$ cat src/rtl/tdot_pkg.sv
package tdot_pkg;

    typedef enum logic [0:0] {
        ST_IDLE = 1'b0,
        ST_OPEN = 1'b1
    } tdot_state_e;

    localparam logic [1:0] WC_ZERO = 2'b00;
    localparam logic [1:0] WC_POS  = 2'b01;
    localparam logic [1:0] WC_RSV  = 2'b10;
    localparam logic [1:0] WC_NEG  = 2'b11;

endpackage

$ cat src/rtl/tdot_lane.sv
module tdot_lane
    import tdot_pkg::*;
#(
    parameter int ACT_W = 16
) (
    input  logic [ACT_W-1:0] act,
    input  logic [1:0]       code,
    output logic [ACT_W:0]   contrib
);

    logic [ACT_W:0] act_ext;

    assign act_ext = {act[ACT_W-1], act};

    always_comb begin
        unique case (code)
            WC_POS:  contrib = act_ext;
            WC_NEG:  contrib = -act_ext;
            default: contrib = '0;
        endcase
    end

endmodule

$ cat src/rtl/tdot_tree.sv
module tdot_tree #(
    parameter int LANES = 8,
    parameter int IN_W  = 17,
    parameter int OUT_W = 32
) (
    input  logic [LANES*IN_W-1:0] leaves,
    output logic [OUT_W-1:0]      total
);

    localparam int NODES = 2*LANES - 1;

    logic [OUT_W-1:0] node [NODES];

    for (genvar i = 0; i < LANES; i++) begin : g_leaf
        logic [IN_W-1:0] lf;
        assign lf = leaves[i*IN_W +: IN_W];
        assign node[LANES-1+i] = {{(OUT_W-IN_W){lf[IN_W-1]}}, lf};
    end

    for (genvar n = 0; n < LANES-1; n++) begin : g_add
        assign node[n] = node[2*n+1] + node[2*n+2];
    end

    assign total = node[0];

endmodule

$ cat src/rtl/ternary_dot_acc.sv
module ternary_dot_acc
    import tdot_pkg::*;
#(
    parameter int LANES = 8,
    parameter int ACT_W = 16,
    parameter int ACC_W = 32
) (
    input  logic                   clk,
    input  logic                   rst,
    input  logic                   in_valid,
    output logic                   in_ready,
    input  logic                   in_first,
    input  logic                   in_last,
    input  logic [LANES*ACT_W-1:0] in_act,
    input  logic [2*LANES-1:0]     in_wcode,
    output logic                   out_valid,
    output logic [ACC_W-1:0]       out_sum
);

    localparam int LW = ACT_W + 1;

    tdot_state_e state_q, state_d;
    logic take;

    logic [LANES*LW-1:0] lane_flat;
    logic [LANES*LW-1:0] s1_lanes;
    logic                s1_vld, s1_first, s1_last;
    logic [ACC_W-1:0]    tree_sum;
    logic [ACC_W-1:0]    acc_q;

    assign in_ready = ~rst;

    for (genvar i = 0; i < LANES; i++) begin : g_lane
        tdot_lane #(.ACT_W(ACT_W)) u_lane (
            .act     (in_act[i*ACT_W +: ACT_W]),
            .code    (in_wcode[2*i +: 2]),
            .contrib (lane_flat[i*LW +: LW])
        );
    end

    // framing controller: next state and step acceptance
    always_comb begin
        take    = 1'b0;
        state_d = state_q;
        unique case (state_q)
            ST_IDLE: begin
                if (in_valid && in_first) begin
                    take = 1'b1;
                    if (!in_last) state_d = ST_OPEN;
                end
            end
            ST_OPEN: begin
                if (in_valid) begin
                    take = 1'b1;
                    if (in_last) state_d = ST_IDLE;
                end
            end
        endcase
    end

    always_ff @(posedge clk) begin
        if (rst) state_q <= ST_IDLE;
        else     state_q <= state_d;
    end

    // stage 1: registered lane contributions
    always_ff @(posedge clk) begin
        if (rst) begin
            s1_vld   <= 1'b0;
            s1_first <= 1'b0;
            s1_last  <= 1'b0;
            s1_lanes <= '0;
        end else begin
            s1_vld <= take;
            if (take) begin
                s1_first <= in_first;
                s1_last  <= in_last;
                s1_lanes <= lane_flat;
            end
        end
    end

    tdot_tree #(.LANES(LANES), .IN_W(LW), .OUT_W(ACC_W)) u_tree (
        .leaves (s1_lanes),
        .total  (tree_sum)
    );

    // stage 2: accumulator and result strobe
    always_ff @(posedge clk) begin
        if (rst) begin
            acc_q     <= '0;
            out_valid <= 1'b0;
        end else begin
            out_valid <= s1_vld && s1_last;
            if (s1_vld) acc_q <= (s1_first ? '0 : acc_q) + tree_sum;
        end
    end

    assign out_sum = acc_q;

endmodule

$ cat config.mk
export PLATFORM = sky130hd
export DESIGN_NAME = ternary_dot_acc
export DESIGN_NICKNAME = d
export VERILOG_FILES = /design/src/rtl/tdot_pkg.sv /design/src/rtl/tdot_lane.sv /design/src/rtl/tdot_tree.sv /design/src/rtl/ternary_dot_acc.sv
export SDC_FILE = /design/constraint.sdc
export NUM_CORES = 1
export LEC_CHECK = 0
export BUFFER_PORTS_ARGS = -buffer_cell sky130_fd_sc_hd__buf_2
export CELL_PAD_IN_SITES_DETAIL_PLACEMENT = 0
export CELL_PAD_IN_SITES_GLOBAL_PLACEMENT = 1
export CORE_MARGIN = 4
export CORE_UTILIZATION = 35
export CTS_CLUSTER_DIAMETER = 30
export DETAILED_ROUTE_END_ITERATION = 6
export PLACE_DENSITY_LB_ADDON = 0.25
export RECOVER_POWER = 50
export SKIP_CTS_REPAIR_TIMING = 1
export SLEW_MARGIN = 10
export SYNTH_ARGS = -nofsm -noshare
export SYNTH_HDL_FRONTEND = slang
export SYNTH_SLANG_ARGS = --single-unit
$ cat constraint.sdc
create_clock -name clk -period 14.3 [get_ports clk]
set_input_delay 1.43 -clock clk [delete_from_list [all_inputs] [get_ports clk]]
set_output_delay 1.43 -clock clk [all_outputs]
set_load 0.03 [all_outputs]
Word level (Yosys, flattened, before mapping)
Index checks and enable logic that the tools add are counted.
{"block": "word_totals", "wordCells": 59, "regBits": 173, "out_inout_bits": 34}
{"block": "classes", "n_bitwise": 2, "n_reduce_logical": 2, "n_addsub": 16, "muxes": 16, "n_eq_ne": 16}
{"operator": "$pmux 17 s2", "n": 8}
{"operator": "$neg 17->17", "n": 8}
{"operator": "$add 17x17->18", "n": 4}
{"operator": "$add 18x18->19", "n": 2}
{"operator": "$add 32x32->32", "n": 1}
{"operator": "$mux 32", "n": 1}
{"operator": "$add 19x19->20", "n": 1}
{"operator": "$eq 2x1->1 const B", "n": 8}
{"operator": "$eq 2x2->1 const B", "n": 8}
{"operator": "$mux 1", "n": 5}
{"operator": "$pmux 1 s2", "n": 2}
{"operator": "$logic_and 1x1->1", "n": 2}
{"operator": "$not 1->1", "n": 2}

Depth between registers and ports, before layout
{"block": "depth", "ltp_word": 4, "depth_mapped": 34}

Modules after synthesis
From an unflattened synthesis, not the netlist that was laid out.
{"block": "unflattened", "cells_unflattened": 2117, "area_unflattened_um2": 16743.6}
{"mod": "ternary_dot_acc", "n_inst": 1, "area_per_inst_um2": 7649.8, "cells_each": 973}
{"mod": "tdot_tree", "n_inst": 1, "area_per_inst_um2": 4909.7, "cells_each": 624}
{"mod": "tdot_lane", "n_inst": 8, "area_per_inst_um2": 523.0, "cells_each": 65}

Worst setup path after synthesis
Ideal clock, no wire load.
{"block": "synth_path", "kind": "register to register", "from": "register s1_lanes[2]", "to": "register acc_q[28] (netlist: out_sum[28])", "path_buffers": 0, "stages_incl_launch_ff": 34, "arrival_time_ns": 7.178, "setup_slack_ns": 7.059, "setup_ns": 0.063, "cell_sequence": "dfxtp_1 > inv_1 > fa_1 > inv_1 > fa_1 > fa_1 > inv_1 > fa_1 > inv_1 > ha_1 > inv_1 > fa_1 > nor2b_1 > o21ai_0 > a21boi_0 > o21ai_0 > a21boi_0 > o21bai_1 > a21boi_0 > o21a_1 > o21ai_0 > nor2b_1 > xnor2_1 > ha_1 > nand2_1 > nor2_1 > nand4_1 > a2111oi_0 > nor4_1 > o41ai_1 > and3b_1 > a2111oi_0 > or3b_1 > nand3_1"}
{"block": "synth_via", "elab_chain_len": 4}
{"item": "from (decl)", "line": "ternary_dot_acc.sv:26", "source": "logic [LANES*LW-1:0] s1_lanes;"}
{"item": "from (signal assigned)", "line": "ternary_dot_acc.sv:78", "source": "s1_lanes <= lane_flat;"}
{"item": "$add 17x17->18", "line": "tdot_tree.sv:21", "source": "assign node[n] = node[2*n+1] + node[2*n+2];"}
{"item": "$add 18x18->19", "line": "tdot_tree.sv:21"}
{"item": "$add 19x19->20", "line": "tdot_tree.sv:21"}
{"item": "$add 32x32->32", "line": "ternary_dot_acc.sv:95", "source": "if (s1_vld) acc_q <= (s1_first ? '0 : acc_q) + tree_sum;"}
{"item": "to (signal assigned)", "line": "ternary_dot_acc.sv:95"}
{"item": "to (decl)", "line": "ternary_dot_acc.sv:29", "source": "logic [ACC_W-1:0] acc_q;"}
Every way passes these cells.
A chain may end at the register's enable or synchronous reset.

Worst setup path in the final report
{"block": "layout_path", "from": "register s1_lanes[2]", "to": "register acc_q[24] (netlist: out_sum[24])"}
Same word-level chain as after synthesis.

==> key figures <==
Outcome
  • Status: complete, but fails checks
  • Failing checks: capacitance limit, slew limit

Clocking
  • Number of clock sinks: 173
  • Worst-skew pair later-pin latency: 0.45 ns
  • Reg clk slew, reported paths: 0.07 ns
  • H-tree depth: 4
  • Maximum clock insertion buffer count: 2
  • CTS tree: yes
  • Root Buffer Master: clkbuf_16
  • Total CTS buffers: 17

Critical path
  • Arr. time, crit path: 8.48 ns
  • Slowest-stage cell, CP: a2111oi_0
  • Critical Path RT: 14.46 ns
  • Critical-path maximum fanout: 4
  • Crit Path Category: flop to flop
  • WP buf/inv: 5
  • CP startpoint kind: flop
  • Delay-heaviest family, CP: adder cells
  • Worst path max stage delay: 0.83 ns
  • Crit end category: flop

Global routing
  • Initial antenna violation count: 3
  • Global-route wire length before repair: 67240 um
  • Vias in the first global route: 12240
  • Remaining Overflow, GRT: 0
  • Pin count of the biggest net entering global routing: 105
  • Global Route Usage Sum: 0.1910

Yosys
  • Synth Flop Type: dfxtp_1
  • Syn_area_per_cell: 8.184 sq um
  • Syn Nets: 2071
  • Distinct cells, synth: 78
  • Share of flip-flops with an asynchronous set or reset: 0
  • #FFs+latches synth: 173
  • Cells after Synth: 1758
  • Yosys warning total: 0
  • Syn Std Cell Area: 0.01439 sq mm
  • Post-synth EDFFs: 0
  • Register area share after synthesis: 0.2407

STA
  • Fmax: 120.2 MHz
  • Unrepaired setup endpoints after global routing: no
  • Crit share post-route: 0.5817
  • Final Hold Viols: 0
  • Total Neg Setup Slack: 0 ns
  • Final setup violating endpoints: 0
  • Min Clock Period, post-route: 8.318 ns
  • Worst Skew: 0.01459 ns
  • Slew HR: -2.126
  • Tightest Pin Transition: 4.689 ns
  • Pins Over Slew Limit: 177

Power
  • Peak supply drop: 0.00005637 V
  • Pwr Density: 100.3 mW/mm^2
  • Tot Pwr: 0.001627 W
  • Lkg Pwr: 6.915 nW

Placed design
  • HPWL Detailed: 34030 um
  • Placed insts: 2396
  • PortBufs: 182
  • Area post-placement: 0.01571 sq mm
  • Placer Congestion: 0.8277

Drt
  • First-pass DRT Iterations: 5
  • Post-DRT Antenna Nets: 0
  • # DRC: 0
  • Vias: 12220
  • Post-Route WL: 42530 um
  • Via density: 5.032
  • DRT iter0 DRCs: 758
  • WL/cell: 17.52 um

Floorplan
  • Die ar.: 0.04442 sq mm
  • Core ar.: 0.04074 sq mm
  • Cell Rows: 74
  • IO Pins: 183
  • Die Wd: 210.8 um
  • Starting Density: 0.3532
  • Die Ht: 210.8 um

Layout
  • Area grow syn2layout: 12.68%
  • Final net count: 2196
  • Share of layout cells above drive strength 1: 0.1077
  • Filler cell count in the final layout: 4267
  • Post-Layout Cell Count: 2428
  • Fin area: 0.01621 sq mm
  • Util after Layout: 0.3979

Flow run
  • Maxcap violations: 2

Worst hold path
  • Hold crit path type: flop to flop
## per-stage QoR
| step | hold WS, ns | worst slack (ns) |
|---|---|---|
| floorplan | 0.4319 | 7.059 |
| global placement | 0.4426 | 6.306 |
| detailed placement | 0.4446 | 6.202 |
| CTS | 0.4530 | 6.137 |
| global route | 0.4771 | 5.303 |
| finish | 0.4520 | 5.982 |
## Yosys cell counts (11+ instances only)
cell type,count,area share
ha_1,58,0.050
or4_1,14,0.0073
inv_1,280,0.073
nand2b_1,22,0.0096
nor2b_1,37,0.016
a21o_1,14,0.0073
nor2_1,194,0.051
xnor2_1,129,0.079
nor4_1,11,0.0048
dfxtp_1,173,0.24
o41ai_1,15,0.0091
o31ai_1,32,0.017
xor2_1,21,0.013
clkbuf_1,76,0.020
o21ai_0,70,0.024
nor3_1,19,0.0066
nand3_1,34,0.012
fa_1,106,0.15
mux2i_1,22,0.015
nand2_1,100,0.026
a21oi_1,55,0.019
or3_1,15,0.0065
a22oi_1,119,0.062
## state kept, by name, summed over array words and instances (netlist names)
register / flops
state_q: 1
s1_last: 1
s1_lanes: 136
s1_vld: 1
s1_first: 1
out_valid: 1
out_sum: 32
## placed cells by master (no fill, tap or decap), types with 15 or more instances in the layout
cell       instances
inv_1            280
xnor2_1          129
dfxtp_1          172
nand3_1           34
nand2b_1          22
clkbuf_16         17
xor2_1            21
nor2_1           194
nor2b_1           37
mux2i_1           22
a22oi_1          119
ha_1              58
o21ai_0           69
nor3_1            19
or3_1             15
fa_1             106
o41ai_1           15
a21oi_1           55
nand2_1          100
clkbuf_1          37
o31ai_1           32
buf_2            148
## worst register-to-register path, delay by kind of cell (launching register included)
kind / cells / cell delay [ns]
fa+ha+maj: 7 / 2.97
flops: 1 / 0.34
xor+xnor: 1 / 0.13
simple gates: 9 / 1.58
buf+inv: 5 / 0.28
compound gates: 12 / 2.73
## worst paths after layout
check,from,to,slack [ns],cells past startpoint
hold reg to reg,s1_lanes[69],s1_lanes[69],0.45,2
hold / removal,s1_lanes[69],s1_lanes[69],0.45,2
setup / recovery,s1_lanes[2],out_sum[24],5.98,34
setup reg to reg,s1_lanes[2],out_sum[24],5.98,34
## logic make-up (layout without fill, tap and decap cells)
family                   count (synthesis)  in the layout  synth area share
multiplexers                            25             25           0.01765
buffers and inverters                  363            500           0.09549
flip-flops                             173            173            0.2407
adder cells (fa/ha/maj)                165            165            0.1986
AO/OA/AOI/OAI                          381            381            0.1834
other                                    0              1                 0
AND/OR/NAND/NOR                        496            496            0.1654
XOR/XNOR                               155            155           0.09870
## report_power, final
group,switching (W),total [W],leakage (nW),internal [W]
Combinational,0.000391,0.000645,5.24,0.000254
Sequential,0.0000199,0.000527,1.41,0.000507
Clock,0.000222,0.000455,0.264,0.000232
## layer usage
metal / wire [um] / vias to the layer above / global-route usage
met5: 27 / - / 0
met4: 868 / 4 / 0.04963
met3: 1798 / 37 / 0.03060
met2: 20150 / 273 / 0.3198
met1: 19690 / 5785 / 0.2591
li1: - / 6118 / -
## cell type report
| class | instances | area, sq um | share of cell area |
|---|---|---|---|
| flip-flops and latches | 173 | 3465 | 0.2137 |
| well taps | 532 | 665.6 | 0.04106 |
| repair buffers | 188 | 909.6 | 0.05611 |
| diodes | 1 | 2.502 | 0.0001544 |
| clock buffers | 20 | 446.7 | 0.02755 |
| inverters | 281 | 1055 | 0.06506 |
| clock inverters | 11 | 106.4 | 0.006560 |
| multi-input cells | 1222 | 9562 | 0.5898 |
Power figures use the tool's default switching activity.
